==> src/rtl/phased_pwm_pkg.sv <==
package phased_pwm_pkg;

  // Run state shared by the master and slave channels
  typedef enum logic {
    CH_IDLE = 1'b0,
    CH_RUN  = 1'b1
  } ch_state_e;

  // Clock cycles from the master's zero count until a slave counter holds its load value
  localparam int unsigned SYNC_LAT_DEF = 2;

endpackage

==> src/rtl/pwm_master_chan.sv <==
module pwm_master_chan
  import phased_pwm_pkg::*;
#(
  parameter int unsigned CNT_W   = 16,
  parameter int unsigned NUM_SLV = 4,
  parameter int unsigned MIN_PER = 3
) (
  input  logic                     clk,
  input  logic                     rst_n,
  input  logic                     en_i,
  input  logic [CNT_W-1:0]         period_i,
  input  logic [NUM_SLV*CNT_W-1:0] lag_i,
  output logic [CNT_W-1:0]         per_o,
  output logic [NUM_SLV*CNT_W-1:0] lag_o,
  output logic                     sync_o,
  output logic                     pwm_o
);

  localparam logic [CNT_W-1:0] PMIN = CNT_W'(MIN_PER);
  localparam logic [CNT_W-1:0] ONE  = CNT_W'(1);

  ch_state_e                state_q;
  logic [CNT_W-1:0]         cnt_q;
  logic [CNT_W-1:0]         per_q;
  logic [NUM_SLV*CNT_W-1:0] lag_q;
  logic [CNT_W-1:0]         per_clamped;
  logic                     running;
  logic                     at_wrap;

  assign running     = (state_q == CH_RUN);
  assign per_clamped = (period_i < PMIN) ? PMIN : period_i;
  assign at_wrap     = running && (cnt_q >= per_q - ONE);

  always_ff @(posedge clk) begin
    if (!rst_n) begin
      state_q <= CH_IDLE;
      cnt_q   <= '0;
      per_q   <= PMIN;
      lag_q   <= '0;
    end else if (!en_i) begin
      state_q <= CH_IDLE;
      cnt_q   <= '0;
    end else if (!running || at_wrap) begin
      // shadow capture: start of run or period boundary only
      state_q <= CH_RUN;
      cnt_q   <= '0;
      per_q   <= per_clamped;
      lag_q   <= lag_i;
    end else begin
      cnt_q <= cnt_q + ONE;
    end
  end

  assign per_o  = per_q;
  assign lag_o  = lag_q;
  assign sync_o = running && (cnt_q == '0);
  assign pwm_o  = running && (cnt_q < (per_q >> 1));

  assert_cnt_in_range_R2: assert property (@(posedge clk) disable iff (!rst_n)
    running |-> (cnt_q < per_q));

  assert_sync_single_R3: assert property (@(posedge clk) disable iff (!rst_n)
    sync_o |=> !sync_o);

  assert_idle_after_disable_R9: assert property (@(posedge clk) disable iff (!rst_n)
    !en_i |=> (!sync_o && !pwm_o));

  assert_shadow_hold_R7: assert property (@(posedge clk) disable iff (!rst_n)
    (running && !at_wrap && en_i) |=> $stable(per_q));

endmodule

==> src/rtl/pwm_phase_calc.sv <==
module pwm_phase_calc #(
  parameter int unsigned CNT_W    = 16,
  parameter int unsigned SYNC_LAT = 2
) (
  input  logic [CNT_W-1:0] per_i,
  input  logic [CNT_W-1:0] lag_i,
  output logic [CNT_W-1:0] load_o
);

  localparam int unsigned XW = CNT_W + 1;

  logic [CNT_W-1:0] lag_eff;
  logic [XW-1:0]    sum;
  logic [XW-1:0]    per_x;

  always_comb begin
    // out-of-range lag saturates at the last count of the period
    lag_eff = (lag_i >= per_i) ? (per_i - CNT_W'(1)) : lag_i;
    per_x   = XW'(per_i);
    sum     = per_x + XW'(SYNC_LAT) - XW'(lag_eff);
    // period exceeds SYNC_LAT, so one subtraction completes the wrap
    load_o  = (sum >= per_x) ? CNT_W'(sum - per_x) : CNT_W'(sum);
  end

endmodule

==> src/rtl/pwm_slave_chan.sv <==
module pwm_slave_chan #(
  parameter int unsigned CNT_W = 16
) (
  input  logic             clk,
  input  logic             rst_n,
  input  logic             en_i,
  input  logic [CNT_W-1:0] per_i,
  input  logic             load_i,
  input  logic [CNT_W-1:0] load_val_i,
  output logic             pwm_o
);

  localparam logic [CNT_W-1:0] ONE = CNT_W'(1);

  logic [CNT_W-1:0] cnt_q;
  logic             armed_q;

  always_ff @(posedge clk) begin
    if (!rst_n) begin
      cnt_q   <= '0;
      armed_q <= 1'b0;
    end else if (!en_i) begin
      cnt_q   <= '0;
      armed_q <= 1'b0;
    end else if (load_i) begin
      cnt_q   <= load_val_i;
      armed_q <= 1'b1;
    end else if (armed_q) begin
      cnt_q <= (cnt_q >= per_i - ONE) ? '0 : cnt_q + ONE;
    end
  end

  assign pwm_o = armed_q && (cnt_q < (per_i >> 1));

  assert_load_in_range_R5: assert property (@(posedge clk) disable iff (!rst_n)
    load_i |-> (load_val_i < per_i));

  assert_load_applies_R5: assert property (@(posedge clk) disable iff (!rst_n)
    (load_i && en_i) |=> (cnt_q == $past(load_val_i)));

  assert_slave_idle_R9: assert property (@(posedge clk) disable iff (!rst_n)
    !en_i |=> !pwm_o);

endmodule

==> src/rtl/phased_pwm_array.sv <==
module phased_pwm_array
  import phased_pwm_pkg::*;
#(
  parameter int unsigned CNT_W    = 16,
  parameter int unsigned NUM_SLV  = 4,
  parameter int unsigned SYNC_LAT = SYNC_LAT_DEF
) (
  input  logic                     clk,
  input  logic                     rst_n,
  input  logic                     en_i,
  input  logic [CNT_W-1:0]         period_i,
  input  logic [NUM_SLV*CNT_W-1:0] lag_i,
  output logic                     pwm_master_o,
  output logic [NUM_SLV-1:0]       pwm_slave_o,
  output logic                     sync_o
);

  // smallest period that keeps the latency correction a single wrap
  localparam int unsigned MIN_PER = SYNC_LAT + 1;
  localparam int unsigned DLY_N   = SYNC_LAT - 1;

  logic [CNT_W-1:0]         per_act;
  logic [NUM_SLV*CNT_W-1:0] lag_act;
  logic                     sync_w;
  logic [DLY_N-1:0]         dly_q;
  logic                     slave_load;

  pwm_master_chan #(
    .CNT_W  (CNT_W),
    .NUM_SLV(NUM_SLV),
    .MIN_PER(MIN_PER)
  ) u_master (
    .clk     (clk),
    .rst_n   (rst_n),
    .en_i    (en_i),
    .period_i(period_i),
    .lag_i   (lag_i),
    .per_o   (per_act),
    .lag_o   (lag_act),
    .sync_o  (sync_w),
    .pwm_o   (pwm_master_o)
  );

  // sync delay line; the slave counter register is the final stage
  always_ff @(posedge clk) begin
    if (!rst_n || !en_i) begin
      dly_q <= '0;
    end else begin
      dly_q[0] <= sync_w;
      for (int s = 1; s < int'(DLY_N); s++) begin
        dly_q[s] <= dly_q[s-1];
      end
    end
  end

  assign slave_load = dly_q[DLY_N-1];
  assign sync_o     = sync_w;

  for (genvar g = 0; g < NUM_SLV; g++) begin : g_slave
    logic [CNT_W-1:0] load_val;

    pwm_phase_calc #(
      .CNT_W   (CNT_W),
      .SYNC_LAT(SYNC_LAT)
    ) u_calc (
      .per_i (per_act),
      .lag_i (lag_act[g*CNT_W +: CNT_W]),
      .load_o(load_val)
    );

    pwm_slave_chan #(
      .CNT_W(CNT_W)
    ) u_chan (
      .clk       (clk),
      .rst_n     (rst_n),
      .en_i      (en_i),
      .per_i     (per_act),
      .load_i    (slave_load),
      .load_val_i(load_val),
      .pwm_o     (pwm_slave_o[g])
    );
  end

  assert_reload_follows_sync_R5: assert property (@(posedge clk) disable iff (!rst_n)
    (sync_w && en_i) |=> slave_load);

endmodule

==> config.mk <==
export PLATFORM = sky130hd
export DESIGN_NAME = phased_pwm_array
export DESIGN_NICKNAME = d
export VERILOG_FILES = /design/src/rtl/phased_pwm_pkg.sv /design/src/rtl/pwm_master_chan.sv /design/src/rtl/pwm_phase_calc.sv /design/src/rtl/pwm_slave_chan.sv /design/src/rtl/phased_pwm_array.sv
export SDC_FILE = /design/constraint.sdc
export NUM_CORES = 1
export LEC_CHECK = 0
export ABC_AREA = 1
export BUFFER_PORTS_ARGS = -buffer_cell sky130_fd_sc_hd__buf_4
export CAP_MARGIN = 20
export CORE_MARGIN = 2
export CORE_UTILIZATION = 47
export CTS_CLUSTER_DIAMETER = 120
export DETAILED_ROUTE_END_ITERATION = 8
export GPL_ROUTABILITY_DRIVEN = 0
export PLACE_DENSITY = 0.7
export SETUP_SLACK_MARGIN = 0.4
export SLEW_MARGIN = 10
export SYNTH_ARGS = -nofsm -noshare
export SYNTH_HDL_FRONTEND = slang
export SYNTH_HIERARCHICAL = 1
export SYNTH_SLANG_ARGS = --single-unit
export TNS_END_PERCENT = 50
==> constraint.sdc <==
create_clock -name clk -period 9.7 [get_ports clk]
set_input_delay 1.455 -clock clk [delete_from_list [all_inputs] [get_ports clk]]
set_output_delay 1.455 -clock clk [all_outputs]
set_load 0.01 [all_outputs]
**Yosys cells after proc, flatten, opt, wreduce, memory -nomap -nowiden**

Cells that the tools add are included.

- Latch bits: 0
- Memories: 0
- Register bits: 163
- ROM bits: 0
- RAM bits: 0

- Shifts and indexed selects: 0
- Divide/modulo/power cells: 0
- Mux-type cells: 21
- Equality and inequality tests: 0
- $add $sub $neg: 15
- Bitwise gates (word level): 2
- $lt $le $gt $ge: 19
- Multiply operators: 0
- Reductions and logical operators: 17

Operators with widths:

| operator | number |
|---|---|
| $mux W16 | 21 |
| $ge A16 B16 Y1 | 9 |
| $add A16 B1 Y16 const B | 5 |
| $lt A16 B15 Y1 | 5 |
| $ge A17 B16 Y1 | 4 |
| $sub A17 B16 Y17 | 4 |
| $sub A16 B16 Y16 | 4 |
| $add A16 B2 Y17 const B | 1 |
| $logic_not A16 Y1 | 1 |
| $lt A16 B2 Y1 const B | 1 |
| $sub A16 B1 Y16 const B | 1 |
| $logic_and A1 B1 Y1 | 7 |
| $reduce_and A2 Y1 | 2 |
| $logic_not A1 Y1 | 3 |
| $reduce_or A3 Y1 | 1 |
| $logic_or A1 B1 Y1 | 2 |
| $not A1 Y1 | 2 |
| $reduce_bool A2 Y1 | 1 |

**Depth between registers and ports, before layout**

- Word-level depth: 6
- Depth in mapped cells: 42

**By module**

The synthesis kept the hierarchy.

Modules (own cells, without submodules):

| module | instances | cells each | area an instance (µm²) |
|---|---|---|---|
| pwm_slave_chan | 4 | 327 | 2,168.3 |
| pwm_phase_calc (g_slave[0].u_calc ...) | 2 | 458 | 2,755.1 |
| pwm_master_chan | 1 | 763 | 5,114.9 |
| pwm_phase_calc (g_slave[2].u_calc) | 1 | 473 | 2,844.0 |
| pwm_phase_calc (g_slave[1].u_calc) | 1 | 476 | 2,840.2 |
| phased_pwm_array | 1 | 4 | 33.8 |

**Worst setup path after synthesis**

Ideal clock, no wire load.

- Kind: flip-flop to flip-flop
- Start point: reg u_master.per_q[6], in the netlist u_master/per_o[6]
- End point: reg g_slave[0].u_chan.cnt_q[11]
- Arrival: 5.595 ns
- Cell stages (with the launch flop): 34
- Path slack: 3.991 ns
- Setup time: 0.114 ns
- Buffers on the path: 2
- Path through: dfxtp_1 inv_1 ha_1 nand2_1 o21a_1 nand2_1 nand2_1 nand2_1 clkbuf_1 nand3_1 o21ai_0 ha_1 ha_1 a21oi_1 o21ai_0 a21oi_1 o21ai_0 nand2_1 nand2_1 xor2_1 ha_1 nand2_1 nor3_1 nand3_1 nor3_1 nand3_1 nand3_2 nor2_4 buf_6 nand2_1 nand2_1 a22oi_1 or2_0 nand2_1

- Cells in the longest elaborated chain, start to end: 6
- Elaborated cells on any way between the ends: 12

RTL lines:

| item | line | source |
|---|---|---|
| from (decl) | pwm_master_chan.sv:24 | `logic [CNT_W-1:0] per_q;` |
| from (signal assigned) | pwm_master_chan.sv:47 | `per_q <= per_clamped;` |
| $sub A16 B1 Y16 or $ge A16 B16 Y1 (tied branches) | pwm_phase_calc.sv:18 | `lag_eff = (lag_i >= per_i) ? (per_i - CNT_W'(1)) : lag_i;` |
| $mux W16 | pwm_phase_calc.sv:18 |  |
| $sub A17 B16 Y17 | pwm_phase_calc.sv:20 | `sum = per_x + XW'(SYNC_LAT) - XW'(lag_eff);` |
| $sub A16 B16 Y16 or $ge A17 B16 Y1 (tied branches) | pwm_phase_calc.sv:22 | `load_o = (sum >= per_x) ? CNT_W'(sum - per_x) : CNT_W'(sum);` |
| $mux W16 * | pwm_phase_calc.sv:22 |  |
| named net g_slave[0].load_val[11] | phased_pwm_array.sv:60 | `logic [CNT_W-1:0] load_val;` |
| $mux W16 * | pwm_slave_chan.sv:25 | `end else if (load_i) begin` |
| to (signal assigned) | pwm_slave_chan.sv:26 | `cnt_q <= load_val_i;` |
| to (signal assigned) | pwm_slave_chan.sv:29 | `cnt_q <= (cnt_q >= per_i - ONE) ? '0 : cnt_q + ONE;` |
| to (decl) | pwm_slave_chan.sv:15 | `logic [CNT_W-1:0] cnt_q;` |

Mark *: on every way through the listed nets, which the timed path passes. The rest lies on a longest branch. The select of a mux whose other input is x is not followed.
A chain may end at the register's enable or synchronous reset.

**Worst setup path after layout**

- Start point: reg u_master.per_q[3], in the netlist u_master/per_o[3]
- End point: reg g_slave[3].u_chan.cnt_q[2]

- Cells in the longest elaborated chain, start to end: 6
- Elaborated cells on any way between the ends: 12

RTL lines:

| item | line |
|---|---|
| $sub A16 B1 Y16 or $ge A16 B16 Y1 (tied branches) | pwm_phase_calc.sv:18 |
| $mux W16 | pwm_phase_calc.sv:18 |
| $sub A17 B16 Y17 | pwm_phase_calc.sv:20 |
| $ge A17 B16 Y1 or $sub A16 B16 Y16 (tied branches) | pwm_phase_calc.sv:22 |
| $mux W16 * | pwm_phase_calc.sv:22 |
| named net g_slave[3].load_val[2] | phased_pwm_array.sv:60 |
| $mux W16 * | pwm_slave_chan.sv:25 |
| to (signal assigned) | pwm_slave_chan.sv:26 |
| to (signal assigned) | pwm_slave_chan.sv:29 |
| to (decl) | pwm_slave_chan.sv:15 |

Marked as above.

==> impl_metrics.toml <==
[sta]
max_slew_margin = 0.388
rsz0062_at_grt = "no"
maxSlewViolCount = 0
fmax_mhz = 148
setup_tns_ns = 0
min_period_over_period = 0.697
hold_viol_final = 0
layout_min_cycle_time_ns = 6.76
setup_viol = 0
tightest_slew_ns = 0.915
clock_skew_ns = 0.0134

[final_layout]
area_delta_synth_final_pct = 7.21
diodes = 0
nets = 4496
drive_gt1_frac = 0.0795

[power]
vdd_drop_max_mv = 0.195
p_per_area_nw_per_um2 = 237
p_leak_uw = 0.0136
p_total_uw = 6360

[route]
drt-total-wl_mm = 73.3
wire_per_inst_um = 15.6
ant_nets = 0
vias = 25300
vias_per_cell = 5.40
dr.pass1.iters = 5
drt_iter0_drc = 2044
post-route-drc-count = 0

[hold_path]
whs_path_depth = 1
holdCritPathClass = "flop to flop"
holdPathEnd = "u_master/cnt_q[0]$_SDFF_PP0_"
hold_start = "u_master/cnt_q[0]$_SDFF_PP0_"

[die]
ios = 89
die_area_um2 = 55100
die_h_um = 235
std_cell_rows = 84
die_x_um = 235
coreArea_um2 = 52600
start_util = 0.476

[critical_path]
r2r_end = "g_slave[3].u_chan/cnt_q[2]$_SDFFE_PN0P_"
reg2reg_depth = 35
worstSetupPathType = "flop to flop"
crit_start = "u_master/per_o[3]$_SDFFE_PN0P_"
critical-path-top-delay-family = "simple AND/OR/NAND/NOR gates"
critPathRequiredTime_ns = 10.14
cp-start-kind = "flop"
arrival_ns = 7.19
cp_num_buf_inv = 4
endpoint_kind = "flop"
slowest_stage = "nand2_1"
path_common_cell = "nand2_1"
cpPeakStageDelay_ns = 0.68
cp_max_fo = 31
worstReg2RegStart = "u_master/per_o[3]$_SDFFE_PN0P_"
r2r_slack_ns = 2.94

[logic_synthesis]
postSynthCellCount = 3940
syn_avg_cell_area_um2 = 6.35
yosys_warnings = 6
ys_seq_area_frac = 0.133
yosys_register_bits = 166
yosysUniqueCellTypes = 57
synth_area_um2 = 25000
synth_fp_nets = 4448

[global_route]
grt_use_total = 0.263
grt_pass1_wl_mm = 120
antenna_found_initial = 0
overflow = 0
grt_max_degree = 96
grt_pass1_vias = 23300

[placed_design]
dpl.hpwl_mm = 57.4
io_buffers = 88

[run]
drv_cap = 0

[clock_tree]
cts_tree = "yes"
cts_num_sinks = 166
root_buffer = "clkbuf_16"
path_clk_slew_ns = 0.07
h-tree-depth = 4
cts_setup_buffers = 0
clk_latency_ns = 0.49
hold_buffers = 0
cts_made_buffers = 17
cts_resized = 0
clockBufferDepth = 2

[run_status]
status = "completed"
## per-layer routing
layer	part of all wire	up-vias	track usage	wire length [um]
li1	-	13000	-	-
met1	0.47	11400	0.367	34500
met2	0.43	781	0.409	31300
met3	0.067	139	0.0379	4920
met4	0.034	0	0.0995	2520
met5	0	-	0	0
## metrics by stage
stage	worst slack, ns	cell area (um2)	util	hold slack, ns	std cells
detailed placement	3.09	26300	0.500	0.464	4657
floorplan	3.99	25000	-	0.438	3940
global placement	3.15	26300	0.500	0.461	4657
global route	2.34	26800	0.510	0.508	4689
CTS	3.04	26800	0.510	0.480	4689
finish	2.94	26800	0.510	0.477	4689
## worst max path at each step
stage | to | slack, ns | depth (start not counted)
global route | g_slave[1].u_chan/cnt_q[5]$_SDFFE_PN0P_ | 2.34 | 32
CTS | g_slave[3].u_chan/cnt_q[11]$_SDFFE_PN0P_ | 3.04 | 35
detailed placement | g_slave[3].u_chan/cnt_q[11]$_SDFFE_PN0P_ | 3.09 | 33
finish | g_slave[3].u_chan/cnt_q[2]$_SDFFE_PN0P_ | 2.94 | 35
global placement | g_slave[1].u_chan/cnt_q[15]$_SDFFE_PN0P_ | 3.15 | 31
floorplan | g_slave[0].u_chan/cnt_q[11]$_SDFFE_PN0P_ | 3.99 | 33
## Yosys cell counts, drive strengths merged
| master | n | area [um2] |
|---|---|---|
| a31o | 7 | 61.3 |
| o21a | 10 | 75.1 |
| a21boi | 5 | 37.5 |
| a211oi | 3 | 22.5 |
| clkbuf | 33 | 139 |
| xor2 | 213 | 1870 |
| or2 | 13 | 86.3 |
| a21oi | 244 | 1260 |
| dfxtp | 166 | 3320 |
| and3 | 4 | 25.0 |
| nand3 | 171 | 951 |
| o22ai | 2 | 12.5 |
| and2 | 1 | 6.26 |
| o31ai | 4 | 30.0 |
| o21bai | 15 | 113 |
| o211ai | 1 | 7.51 |
| buf | 46 | 313 |
| a31oi | 7 | 43.8 |
| nand3b | 21 | 158 |
| nand4 | 132 | 862 |
| a22oi | 56 | 420 |
| nor3 | 54 | 347 |
| fa | 8 | 160 |
| clkinv | 12 | 45.0 |
| o21ai | 154 | 782 |
| nor4 | 13 | 87.6 |
| a221oi | 2 | 17.5 |
| xnor2 | 36 | 315 |
| inv | 523 | 1960 |
| ha | 417 | 5220 |
| nand2 | 1074 | 4160 |
| nor2 | 480 | 2010 |
| a21o | 13 | 97.6 |
## area by class of cell
cell class | instances | area [um2]
Timing Repair Buffer | 108 | 811
Fill cell | 5468 | 25700
Clock inverter | 12 | 92.6
Clock buffer | 20 | 467
Sequential cell | 166 | 3340
Tap cell | 688 | 861
Inverter | 535 | 2010
Multi-Input combinational cell | 3160 | 19200
## sequential cells by signal, summed over array words and instances (netlist names)
signal	cells
dly_q	1
g_slave.u_chan/armed_q	4
g_slave.u_chan/cnt_q	64
u_master/cnt_q	16
u_master/lag_o	64
u_master/per_o	16
u_master/running	1
## report_power, final
| part | switching [uW] | internal, uW |
|---|---|---|
| Sequential | 83.3 | 723 |
| Combinational | 3120 | 1760 |
| Clock | 331 | 350 |
## layout by cell type, fill, tap and decap left out, drive strengths merged, types with 4 or more instances in the layout
master / synthesis / routed
a21boi: 5 / 5
a21o: 13 / 13
a21oi: 244 / 244
a22oi: 56 / 56
a31o: 7 / 7
a31oi: 7 / 7
and3: 4 / 4
buf: 46 / 108
clkbuf: 33 / 20
clkinv: 12 / 15
clkinvlp: 0 / 4
dfxtp: 166 / 166
fa: 8 / 8
ha: 417 / 417
inv: 523 / 528
nand2: 1074 / 1074
nand3: 171 / 171
nand3b: 21 / 21
nand4: 132 / 132
nor2: 480 / 480
nor3: 54 / 54
nor4: 13 / 13
o21a: 10 / 10
o21ai: 154 / 154
o21bai: 15 / 15
o31ai: 4 / 4
or2: 13 / 13
xnor2: 36 / 36
xor2: 213 / 213
## cell families (layout without fill, tap and decap cells)
logic type	count (synthesis)	after routing	share of synthesized area
XOR/XNOR	249	249	0.0872
AND/OR/NAND/NOR	1963	1963	0.347
AO/OA/AOI/OAI	523	523	0.119
buffers and inverters	614	675	0.0983
adder cells (fa/ha/maj)	425	425	0.215
flip-flops	166	166	0.133
Power figures use the tool's default switching activity.
